$ cat src/rtl/dual_issue_pkg.sv
package dual_issue_pkg;

  typedef enum logic [2:0] {
    CL_ALU    = 3'd0,
    CL_LOAD   = 3'd1,
    CL_STORE  = 3'd2,
    CL_BRANCH = 3'd3,
    CL_FADD   = 3'd4,
    CL_FMUL   = 3'd5,
    CL_FMOV   = 3'd6,
    CL_FCVT   = 3'd7
  } iclass_e;

  // floating-point family: class bit 2 set
  function automatic logic cls_is_fp(logic [2:0] c);
    return c[2];
  endfunction

  function automatic logic cls_is_br(logic [2:0] c);
    return iclass_e'(c) == CL_BRANCH;
  endfunction

endpackage

$ cat src/rtl/di_slot_hazard.sv
module di_slot_hazard #(
  parameter int NREG = 32,
  localparam int RW = $clog2(NREG)
) (
  input  logic            vld,
  input  logic [RW-1:0]   ra,
  input  logic            ra_en,
  input  logic [RW-1:0]   rb,
  input  logic            rb_en,
  input  logic [RW-1:0]   rd,
  input  logic            rd_en,
  input  logic [NREG-1:0] busy,
  output logic            ready
);

  logic hz_a, hz_b, hz_d;

  always_comb begin
    hz_a  = ra_en & busy[ra];
    hz_b  = rb_en & busy[rb];
    hz_d  = rd_en & busy[rd];
    ready = vld & ~(hz_a | hz_b | hz_d);
  end

endmodule

$ cat src/rtl/di_pair_rule.sv
module di_pair_rule
  import dual_issue_pkg::*;
#(
  parameter int NREG = 32,
  localparam int RW = $clog2(NREG)
) (
  input  logic [2:0]    cls0,
  input  logic [RW-1:0] rd0,
  input  logic          rd_en0,
  input  logic [2:0]    cls1,
  input  logic [RW-1:0] ra1,
  input  logic          ra_en1,
  input  logic [RW-1:0] rb1,
  input  logic          rb_en1,
  input  logic [RW-1:0] rd1,
  input  logic          rd_en1,
  output logic          pair_ok
);

  logic mix_ok, no_branch, raw_hit, waw_hit;

  always_comb begin
    mix_ok    = cls_is_fp(cls0) ^ cls_is_fp(cls1);
    no_branch = ~cls_is_br(cls0) & ~cls_is_br(cls1);
    raw_hit   = rd_en0 & ((ra_en1 & (ra1 == rd0)) | (rb_en1 & (rb1 == rd0)));
    waw_hit   = rd_en0 & rd_en1 & (rd1 == rd0);
    pair_ok   = mix_ok & no_branch & ~raw_hit & ~waw_hit;
  end

endmodule

$ cat src/rtl/di_fp_busy.sv
module di_fp_busy #(
  parameter int NREG   = 32,
  parameter int FP_LAT = 3,
  localparam int RW = $clog2(NREG),
  localparam int CW = $clog2(FP_LAT + 1)
) (
  input  logic            clk,
  input  logic            rst_n,
  input  logic            set_en,
  input  logic [RW-1:0]   set_idx,
  output logic [NREG-1:0] busy_o
);

  localparam logic [CW-1:0] LAT_LOAD = CW'(FP_LAT);

  for (genvar i = 0; i < NREG; i++) begin : g_reg
    logic [CW-1:0] cnt_q, cnt_d;
    logic          hit, ce;

    always_comb begin
      hit = set_en & (set_idx == RW'(i));
      ce  = hit | (cnt_q != '0);
      if (hit) cnt_d = LAT_LOAD;
      else     cnt_d = cnt_q - 1'b1;
    end

    always_ff @(posedge clk or negedge rst_n) begin
      if (!rst_n)  cnt_q <= '0;
      else if (ce) cnt_q <= cnt_d;
    end

    assign busy_o[i] = (cnt_q != '0);


    lat_start_chk: assert property (@(posedge clk) disable iff (!rst_n)
      hit |=> busy_o[i]);


    idle_hold_chk: assert property (@(posedge clk) disable iff (!rst_n)
      (!busy_o[i] && !hit) |=> !busy_o[i]);
  end

endmodule

$ cat src/rtl/dual_issue_ctl.sv
module dual_issue_ctl
  import dual_issue_pkg::*;
#(
  parameter int NREG   = 32,
  parameter int FP_LAT = 3,
  localparam int RW = $clog2(NREG)
) (
  input  logic            clk,
  input  logic            rst_n,
  input  logic            s0_vld,
  input  logic [2:0]      s0_cls,
  input  logic [RW-1:0]   s0_ra,
  input  logic            s0_ra_en,
  input  logic [RW-1:0]   s0_rb,
  input  logic            s0_rb_en,
  input  logic [RW-1:0]   s0_rd,
  input  logic            s0_rd_en,
  input  logic            s1_vld,
  input  logic [2:0]      s1_cls,
  input  logic [RW-1:0]   s1_ra,
  input  logic            s1_ra_en,
  input  logic [RW-1:0]   s1_rb,
  input  logic            s1_rb_en,
  input  logic [RW-1:0]   s1_rd,
  input  logic            s1_rd_en,
  input  logic [NREG-1:0] ext_busy,
  output logic [1:0]      issue_cnt,
  output logic            int_vld,
  output logic            int_slot,
  output logic            fp_vld,
  output logic            fp_slot
);

  localparam int NSLOT = 2;

  logic            vld   [NSLOT];
  logic [RW-1:0]   ra    [NSLOT];
  logic            ra_en [NSLOT];
  logic [RW-1:0]   rb    [NSLOT];
  logic            rb_en [NSLOT];
  logic [RW-1:0]   rd    [NSLOT];
  logic            rd_en [NSLOT];
  logic            rdy   [NSLOT];
  logic [NREG-1:0] local_busy, all_busy;
  logic            pair_ok, iss0, iss1, fp0, fp1;
  logic            set_en;
  logic [RW-1:0]   set_idx;

  always_comb begin
    vld[0] = s0_vld;   ra[0] = s0_ra;   ra_en[0] = s0_ra_en;
    rb[0]  = s0_rb;    rb_en[0] = s0_rb_en; rd[0] = s0_rd; rd_en[0] = s0_rd_en;
    vld[1] = s1_vld;   ra[1] = s1_ra;   ra_en[1] = s1_ra_en;
    rb[1]  = s1_rb;    rb_en[1] = s1_rb_en; rd[1] = s1_rd; rd_en[1] = s1_rd_en;
    all_busy = ext_busy | local_busy;
  end

  for (genvar g = 0; g < NSLOT; g++) begin : g_slot
    di_slot_hazard #(.NREG(NREG)) u_hz (
      .vld(vld[g]), .ra(ra[g]), .ra_en(ra_en[g]), .rb(rb[g]), .rb_en(rb_en[g]),
      .rd(rd[g]), .rd_en(rd_en[g]), .busy(all_busy), .ready(rdy[g])
    );
  end

  di_pair_rule #(.NREG(NREG)) u_pair (
    .cls0(s0_cls), .rd0(s0_rd), .rd_en0(s0_rd_en),
    .cls1(s1_cls), .ra1(s1_ra), .ra_en1(s1_ra_en), .rb1(s1_rb), .rb_en1(s1_rb_en),
    .rd1(s1_rd), .rd_en1(s1_rd_en), .pair_ok(pair_ok)
  );

  // next-issue decision and pipe steering
  always_comb begin
    fp0  = cls_is_fp(s0_cls);
    fp1  = cls_is_fp(s1_cls);
    iss0 = rdy[0];
    iss1 = iss0 & rdy[1] & pair_ok;
    issue_cnt = iss1 ? 2'd2 : (iss0 ? 2'd1 : 2'd0);
    int_vld  = (iss0 & ~fp0) | (iss1 & ~fp1);
    int_slot = ~(iss0 & ~fp0);
    fp_vld   = (iss0 & fp0) | (iss1 & fp1);
    fp_slot  = ~(iss0 & fp0);
    set_en   = fp_vld & (fp_slot ? s1_rd_en : s0_rd_en);
    set_idx  = fp_slot ? s1_rd : s0_rd;
  end

  di_fp_busy #(.NREG(NREG), .FP_LAT(FP_LAT)) u_busy (
    .clk(clk), .rst_n(rst_n), .set_en(set_en), .set_idx(set_idx), .busy_o(local_busy)
  );


  cnt_range_chk: assert property (@(posedge clk) disable iff (!rst_n)
    issue_cnt != 2'd3);


  pair_mix_chk: assert property (@(posedge clk) disable iff (!rst_n)
    (issue_cnt == 2'd2) |-> (s0_cls[2] != s1_cls[2]));


  branch_alone_chk: assert property (@(posedge clk) disable iff (!rst_n)
    (issue_cnt == 2'd2) |-> (s0_cls != 3'd3 && s1_cls != 3'd3));


  in_order_chk: assert property (@(posedge clk) disable iff (!rst_n)
    (issue_cnt != 2'd0) |-> s0_vld);


  route_count_chk: assert property (@(posedge clk) disable iff (!rst_n)
    $countones({int_vld, fp_vld}) == int'(issue_cnt));

endmodule

$ cat config.mk
export PLATFORM = sky130hd
export DESIGN_NAME = dual_issue_ctl
export DESIGN_NICKNAME = d
export VERILOG_FILES = /design/src/rtl/dual_issue_pkg.sv /design/src/rtl/di_slot_hazard.sv /design/src/rtl/di_pair_rule.sv /design/src/rtl/di_fp_busy.sv /design/src/rtl/dual_issue_ctl.sv
export SDC_FILE = /design/constraint.sdc
export NUM_CORES = 1
export LEC_CHECK = 0
export ABC_AREA = 1
export BUFFER_PORTS_ARGS = -buffer_cell sky130_fd_sc_hd__buf_2
export CORE_UTILIZATION = 40
export CTS_CLUSTER_SIZE = 20
export DETAILED_ROUTE_END_ITERATION = 8
export GPL_ROUTABILITY_DRIVEN = 0
export PLACE_DENSITY_LB_ADDON = 0.1
export SLEW_MARGIN = 20
export SYNTH_ARGS = -nofsm -noshare
export SYNTH_HDL_FRONTEND = slang
export SYNTH_HIERARCHICAL = 1
export SYNTH_SLANG_ARGS = --single-unit
$ cat constraint.sdc
create_clock -name clk -period 5.4 [get_ports clk]
set_clock_uncertainty 0.2 [all_clocks]
set_input_delay 1.08 -clock clk [delete_from_list [all_inputs] [get_ports clk]]
set_output_delay 1.08 -clock clk [all_outputs]
set_load 0.02 [all_outputs]
== After elaboration in Yosys (flattened, before gate mapping) ==
Cells that the tools add are included.
W data, S select, Z words.
Word-level totals
  bits in registers: 64
  input bits: 78
Cells by class
  eq/ne operators: 36
  reductions and logical operators: 33
  bitwise gates (word level): 107
  muxes and demuxes: 48
  add/sub/neg operators: 32
  magnitude comparators: 6
Operators with widths (count)
  $eq A5 B5 Y1 const B: 16
  $mux W2: 33
  $reduce_bool A2 Y1: 32
  $sub A2 B1 Y2 const B: 32
  $and A1 B1 Y1: 56
  $eq A5 B4 Y1 const B: 8
  $or A1 B1 Y1: 39
  $lt A5 B6 Y1 const B: 6
  $or A32 B32 Y32: 1
  $bmux W1 S5: 6
  $eq A5 B3 Y1 const B: 4
  $eq A5 B5 Y1: 3
  $eq A5 B2 Y1 const B: 2
  $not A1 Y1: 10
  $mux W1: 8
  $eq A3 B2 Y1 const B: 2
  $eq A5 B1 Y1 const B: 1
  $logic_not A5 Y1: 1
  $mux W5: 1
  $xor A1 B1 Y1: 1

== Depth between registers and ports, before layout ==
Gate-level depths: netlist of run 1.
  depth in word-level cells: 16
  depth in mapped cells: 24

== Hierarchy ==
Netlist of run 1, hierarchy kept.
By module, submodules not included
  di_fp_busy: sequential area each 1601.5 um2, instances 1, area an instance 3432.0 um2, cells each 405
  di_slot_hazard: sequential area each 0.0 um2, instances 2, area an instance 1028.5 um2, cells each 228
  dual_issue_ctl: sequential area each 0.0 um2, instances 1, area an instance 359.1 um2, cells each 64
  di_pair_rule: sequential area each 0.0 um2, instances 1, area an instance 312.8 um2, cells each 77

== Least setup slack after synthesis of run 1 ==
Ideal clock, no wire load.
  path kind: input-to-output
  start: input port ext_busy[19]
  end: output port int_vld
  arrival: 2.541 ns
  setup slack: 1.579 ns
  stages: 14
  cell sequence: or2_2 nand2_1 nand3_1 nand3_1 nand2_1 nand2_1 nand3_1 nand3_1 nand2_1 nor2_1 buf_6 inv_2 or2_4 o21ai_2
Between the ends
  cells in the longest elaborated chain, start to end: 12
  elaborated cells between the ends (all ways): 32
  those cells by class: 12 x mux; 20 x bitwise
Ends and longest elaborated chain
  start: declaration: line dual_issue_ctl.sv:26  | input logic [NREG-1:0] ext_busy,
  $or A32 B32 Y32 *: line dual_issue_ctl.sv:54  | all_busy = ext_busy | local_busy;
  $bmux W1 S5 (on tied branches): line di_slot_hazard.sv:19, di_slot_hazard.sv:20
  $mux W1 (on tied branches): line di_slot_hazard.sv:19, di_slot_hazard.sv:20
  $and A1 B1 Y1 (on tied branches): line di_slot_hazard.sv:19, di_slot_hazard.sv:20
  $or A1 B1 Y1: line di_slot_hazard.sv:22  | ready = vld & ~(hz_a | hz_b | hz_d);
  $or A1 B1 Y1 *: line di_slot_hazard.sv:22
  $not A1 Y1 *: line di_slot_hazard.sv:22
  $and A1 B1 Y1 *: line di_slot_hazard.sv:22
  net iss0: line dual_issue_ctl.sv:45  | logic pair_ok, iss0, iss1, fp0, fp1;
  $and A1 B1 Y1 (2 in a row): line dual_issue_ctl.sv:75  | iss1 = iss0 & rdy[1] & pair_ok;
  $and A1 B1 Y1: line dual_issue_ctl.sv:77  | int_vld = (iss0 & ~fp0) | (iss1 & ~fp1);
  $or A1 B1 Y1 *: line dual_issue_ctl.sv:77
  end: declaration: line dual_issue_ctl.sv:28  | output logic int_vld,
The timed path passes the listed nets; every way through them passes the cells marked *. The select of a mux whose other input is x is not followed.

== Final worst setup path of run 1 ==
  start: input port ext_busy[7]
  end: output port int_vld
Between the ends
  cells in the longest elaborated chain, start to end: 12
  elaborated cells between the ends (all ways): 32
  those cells by class: 12 x mux; 20 x bitwise
Ends and longest elaborated chain
  $or A32 B32 Y32 *: line dual_issue_ctl.sv:54
  net all_busy[7]: line dual_issue_ctl.sv:44  | logic [NREG-1:0] local_busy, all_busy;
  $bmux W1 S5 (on tied branches): line di_slot_hazard.sv:19, di_slot_hazard.sv:20
  $mux W1 (on tied branches): line di_slot_hazard.sv:19, di_slot_hazard.sv:20
  $and A1 B1 Y1 (on tied branches): line di_slot_hazard.sv:19, di_slot_hazard.sv:20
  $or A1 B1 Y1: line di_slot_hazard.sv:22
  $or A1 B1 Y1 *: line di_slot_hazard.sv:22
  $not A1 Y1 *: line di_slot_hazard.sv:22
  $and A1 B1 Y1 *: line di_slot_hazard.sv:22
  net iss0: line dual_issue_ctl.sv:45
  $and A1 B1 Y1 (2 in a row): line dual_issue_ctl.sv:75
  $and A1 B1 Y1: line dual_issue_ctl.sv:77
  $or A1 B1 Y1 *: line dual_issue_ctl.sv:77
Marked as above.

==> flow_summary.json, run 1 <==
{
  "post_synth.cell_area_avg_um2": 6.15,
  "cp_cell_sequence": "buf_2 > or2_2 > nand2_1 > nand3_1 > nand3_1 > nand2_1 > nand2_1 > nand3b_1 > nand3_1 > nand2_1 > nor2_1 > inv_2 > or2_4 > o21ai_2 > buf_2",
  "max_freq_mhz": 219,
  "startpoint": "ext_busy[7]",
  "ctsRootBufferMaster": "clkbuf_16",
  "syn_inst": 1002,
  "post_layout_nonfiller_instances": 1258,
  "yosys.cell_types.count": 24,
  "crit_type": "input port to output pin",
  "required_ps": 4120,
  "dp_hpwl_um": 14500,
  "placementRows": 44,
  "async_flop_share_pct": 100,
  "p_per_area_nw_per_um2": 465,
  "drive_above_1_share_pct": 14.5,
  "status": "finished clean",
  "worstPathMaxFanout": 10,
  "grt_overflow": 0,
  "cts_sinks": 64,
  "antenna_found_initial": 0,
  "fin_crit_sh_pct": 84.4,
  "synth-seq-cells": 64,
  "drv_cap": 0,
  "dr.pass1.iters": 7,
  "port_buffers": 83,
  "clk_pin_slew_ps": 50,
  "r2r_slack_ps": 1380,
  "n_antenna_cell": 0,
  "placed_cell_area_um2": 6580,
  "syn2layout_area_growth_pct": 12.5,
  "holdBufCountCts": 0,
  "initial_core_util_pct": 41.8,
  "cpPeakStageDelay_ps": 510,
  "worst_path_most_repeated_cell": "nand2_1",
  "track_usage_pct": 24.9,
  "slew_headroom_pct": 44.0,
  "ir_worst_vdd_mv": 0.183,
  "route.detailed.drc": 0,
  "endpoint_kind": "output pin",
  "vias": 6395,
  "cts_tree": "built",
  "setup_viol": 0,
  "grt_pass1_wl_um": 30700,
  "top_regs": "u_busy/g.cnt_q: 64 flops",
  "clk_latency_ps": 350,
  "post-layout-total-power_mw": 3.22,
  "die_w_um": 126,
  "postCtsSetupRepairBufs": 0,
  "finalHoldViolations": 0,
  "ctsLongestPathBuffers": 2,
  "final_util_pct": 47.0,
  "largest_reg_flops": 64,
  "path_depth": 15,
  "drt_iter0_drc": 512,
  "totalWireLength_um": 19000,
  "synth_edf_count": 0,
  "cellLeakagePower_nw": 4.21,
  "cts_resized": 0,
  "top_register": "u_busy/g.cnt_q",
  "core_um2": 14800,
  "grt_pass1_vias": 5968,
  "syn_nets": 1112,
  "setup_tns_ps": 0,
  "cpLargestDelayFamily": "simple AND/OR/NAND/NOR gates",
  "dieArea_um2": 15900,
  "worst_pin_slew_ps": 839,
  "ant_nets": 0,
  "rsz0062_at_grt": "no",
  "r2r-start": "u_busy/g_reg[20].cnt_q[0]",
  "viasPerCell": 5.08,
  "io_pins": 84,
  "hp-start": "u_busy/g_reg[19].cnt_q[0]",
  "min_path_type": "flip-flop to flip-flop",
  "die_y_um": 126,
  "worst_path_max_delay_cell": "nor2_1",
  "dp.cells": 1242,
  "mostFrequentLayoutCells": "396 x nand2_1, 196 x nand3_1, 133 x inv_1",
  "cts_buffers": 9,
  "critPathLaunchType": "input port",
  "grt_max_degree": 55,
  "nNetsFinal": 1179,
  "r2r-end": "u_busy/g_reg[13].cnt_q[1]",
  "cp_num_buf_inv": 3,
  "layout_commonest_cell": "nand2_1",
  "avgRoutedWirePerCell_um": 15.1,
  "syn_area_um2": 6160,
  "slew_viol_final": 0,
  "final_area_um2": 6930,
  "yosysWarnings": 6,
  "arrival_ps": 3280,
  "post-route-min-period_ps": 4560,
  "ys.flop_type": "dfrtp_1",
  "yosysSeqAreaShare_pct": 26.0,
  "htree_levels": 3,
  "r2r_cells": 21,
  "crit_end": "int_vld"
}
final cells by class:
type / count / area, µm²
repair buffers: 85 / 430
clock inverters: 6 / 115
clock buffers: 10 / 239
inverters: 147 / 567
multi-input cells: 762 / 3750
well taps: 184 / 230
flip-flops and latches: 64 / 1600
fillers: 1566 / 7820
cells in the mapped netlist, types with 8 or more instances:
cell type  count  area share, %
nand2_1      396             24
or2_2         32            3.2
buf_6         11            2.0
nand3_1      196             16
buf_4         12            1.5
ha_1          32            6.5
nor2_1        20            1.2
o21ai_0       32            2.6
inv_2          8           0.49
xor2_1        33            4.7
inv_1        133            8.1
dfrtp_1       64             26
how the worst min path moves through the flow:
stage / depth (start not counted) / slack, ps / to
2_1_floorplan: 2 / 280 / u_busy/g_reg[15].cnt_q[1]
3_3_place_gp: 2 / 300 / u_busy/g_reg[29].cnt_q[0]
3_5_place_dp: 2 / 290 / u_busy/g_reg[22].cnt_q[0]
4_1_cts: 2 / 310 / u_busy/g_reg[22].cnt_q[0]
5_1_grt: 2 / 330 / u_busy/g_reg[13].cnt_q[0]
6_report: 2 / 310 / u_busy/g_reg[19].cnt_q[0]
stage by stage:
step	worst slack, ps	hold slack, ps
6_report	844	306
5_1_grt	582	326
4_1_cts	872	312
3_5_place_dp	874	295
3_3_place_gp	887	296
2_1_floorplan	1580	277
logic make-up after synthesis:
| kind of cell | after synthesis | synth area share, % |
|---|---|---|
| adder cells (fa/ha/maj) | 32 | 6.50 |
| buffers and inverters | 176 | 13.2 |
| flip-flops | 64 | 26.0 |
| AO/OA/AOI/OAI | 34 | 2.84 |
| AND/OR/NAND/NOR | 661 | 46.5 |
| XOR/XNOR | 35 | 4.98 |
worst register-to-register path: stages (launching register included):
cell and delay (ps):
dfrtp_1 390, inv_1 70, ha_1 190, inv_1 70, or2_2 380, nand2_1 100, nand3_1 70, nand3_1 90
nand2_1 80, nand2_1 70, nand3_1 70, nand3_1 90, nand2_1 120, nor2_1 510, nand2_2 220, nand2_1 130
nand2_1 50, inv_1 60, inv_1 50, nor2_2 620, nand3_1 230, nand2_1 110
layer usage:
metal | up-vias | GRT usage [%] | routed length, µm
li1 | 3259 | - | -
met1 | 2881 | 33.9 | 8940
met2 | 227 | 40.0 | 8530
met3 | 28 | 4.46 | 1190
met4 | 0 | 7.73 | 365
met5 | - | 0 | 0
report_power, final:
group	internal (mW)	switching, mW	total, mW
Sequential	0.756	0.131	0.887
Combinational	0.656	0.988	1.64
Clock	0.466	0.228	0.693
Total	1.88	1.35	3.22
No activity file was read; power rests on OpenSTA's default activity.
==> inputs of run 2 (changes only) <==
- clock period: 5.4 -> 4.35 ns (I/O delays scaled with it)
==> run 2 against run 1 <==
  * Final area unchanged
  * Die area unchanged
  * Power up 20%
  * Non-clock buffer count up 6
  * Critical path depth up 2
  * Wire length down 0.37%
  * First-iteration DRC count up 8.0%
  * Count of clock-buffer cells in the layout up 2
==> flow_summary.json, run 2 (synthesis gave the netlist of run 1 again) <==
{
  "r2r_slack_ps": 570,
  "r2r_cells": 21,
  "clk_pin_slew_ps": 60,
  "viasPerCell": 5.09,
  "cts_resized": 0,
  "layout_commonest_cell": "nand2_1",
  "multi_input_area_um2": 3750,
  "totalWireLength_um": 19000,
  "top_regs": "u_busy/g.cnt_q: 64 flops",
  "largest_reg_flops": 64,
  "grt_pass1_wl_um": 30600,
  "cts_tree": "built",
  "grt_pass1_vias": 5883,
  "htree_levels": 3,
  "holdBufCountCts": 0,
  "startpoint": "u_busy/g_reg[18].cnt_q[0]",
  "grt_overflow": 0,
  "ant_nets": 0,
  "cts_sinks": 64,
  "n_antenna_cell": 0,
  "endpoint_kind": "output pin",
  "setup_tns_ps": 0,
  "p_per_area_nw_per_um2": 558,
  "drv_cap": 0,
  "cts_buffers": 9,
  "top_register": "u_busy/g.cnt_q",
  "worstPathMaxFanout": 6,
  "fin_ws_ps": 270,
  "placed_cell_area_um2": 6620,
  "dr.pass1.iters": 6,
  "dp_hpwl_um": 14600,
  "finalHoldViolations": 0,
  "die_y_um": 126,
  "io_pins": 84,
  "drt_iter0_drc": 553,
  "dpl_worst_slack_ps": 306,
  "track_usage_pct": 24.7,
  "rsz0062_at_grt": "no",
  "r2r-start": "u_busy/g_reg[18].cnt_q[0]",
  "r2r-end": "u_busy/g_reg[13].cnt_q[0]",
  "arrival_ps": 3010,
  "critPathLaunchType": "flip-flop",
  "dieArea_um2": 15900,
  "regArea_um2": 1600,
  "core_um2": 14800,
  "placementRows": 44,
  "fin_crit_sh_pct": 93.8,
  "nNetsFinal": 1185,
  "ctsRootBufferMaster": "clkbuf_16",
  "port_buffers": 83,
  "vias": 6438,
  "syn2layout_area_growth_pct": 12.5,
  "crit_type": "flip-flop to output pin",
  "setup_viol": 0,
  "mostFrequentLayoutCells": "396 x nand2_1, 196 x nand3_1, 133 x inv_1",
  "ir_worst_vdd_mv": 0.282,
  "required_ps": 3280,
  "postCtsSetupRepairBufs": 0,
  "drive_above_1_share_pct": 14.9,
  "avgRoutedWirePerCell_um": 15.0,
  "min_path_type": "input port to asynchronous set/reset pin",
  "initial_core_util_pct": 41.8,
  "max_freq_mhz": 245,
  "status": "finished clean",
  "fillerInstances": 1584,
  "clk_latency_ps": 340,
  "post-route-min-period_ps": 4080,
  "slew_viol_final": 0,
  "die_w_um": 126,
  "antenna_found_initial": 0,
  "final_area_um2": 6930,
  "ctsLongestPathBuffers": 2,
  "worst_pin_slew_ps": 725,
  "grt_max_degree": 30,
  "cellLeakagePower_nw": 4.21,
  "slew_headroom_pct": 51.6,
  "route.detailed.drc": 0,
  "final_util_pct": 47.0
}
[run 2: area by class of cell]
class,count,share of cell area (%)
multi-input combinational,762,54.1
sequential,64,23.1
inverter,147,8.18
timing repair buffer,91,6.86
clock buffer,12,3.70
tap,184,3.32
clock inverter,4,0.758
[run 2: per-layer routing]
metal | up-vias | share of wire (%) | GRT usage (%)
met3 | 35 | 7.1 | 4.21
met1 | 2880 | 46 | 33.5
met4 | 0 | 2.4 | 6.95
li1 | 3272 | - | -
met2 | 251 | 45 | 40.4
met5 | - | 0 | 0
[run 2: through the flow]
step	cells	power, mW	hold slack (ps)
floorplan	1002	2.66	277
finish	1264	3.87	291
global placement	1248	3.08	294
detailed placement	1248	3.12	294
CTS	1264	3.90	291
global route	1264	4.33	327
[run 2: worst max path at each step]
stage / to / slack [ps]
floorplan: int_vld / 950
global placement: u_busy/g_reg[13].cnt_q[0] / 340
global route: int_vld / 20
detailed placement: u_busy/g_reg[13].cnt_q[1] / 310
CTS: int_vld / 310
finish: int_vld / 270
[run 2: critical path, cell delays in order (launching register included)]
cell     delay, ps
dfrtp_1        400
inv_1           70
ha_1           170
inv_1           60
or2_2          390
nand2_1        100
nand3_1         60
nand3_1         80
nand2_1         90
nand2_1         80
nand3_1         70
nand3_1         80
nand2_1        130
nor2_1         360
inv_2           70
or2_4          240
o21ai_2         50
buf_2          170
[run 2: power by group]
part,switching [mW],internal [mW]
clock network,0.272,0.475
logic,1.21,0.815
registers,0.162,0.938
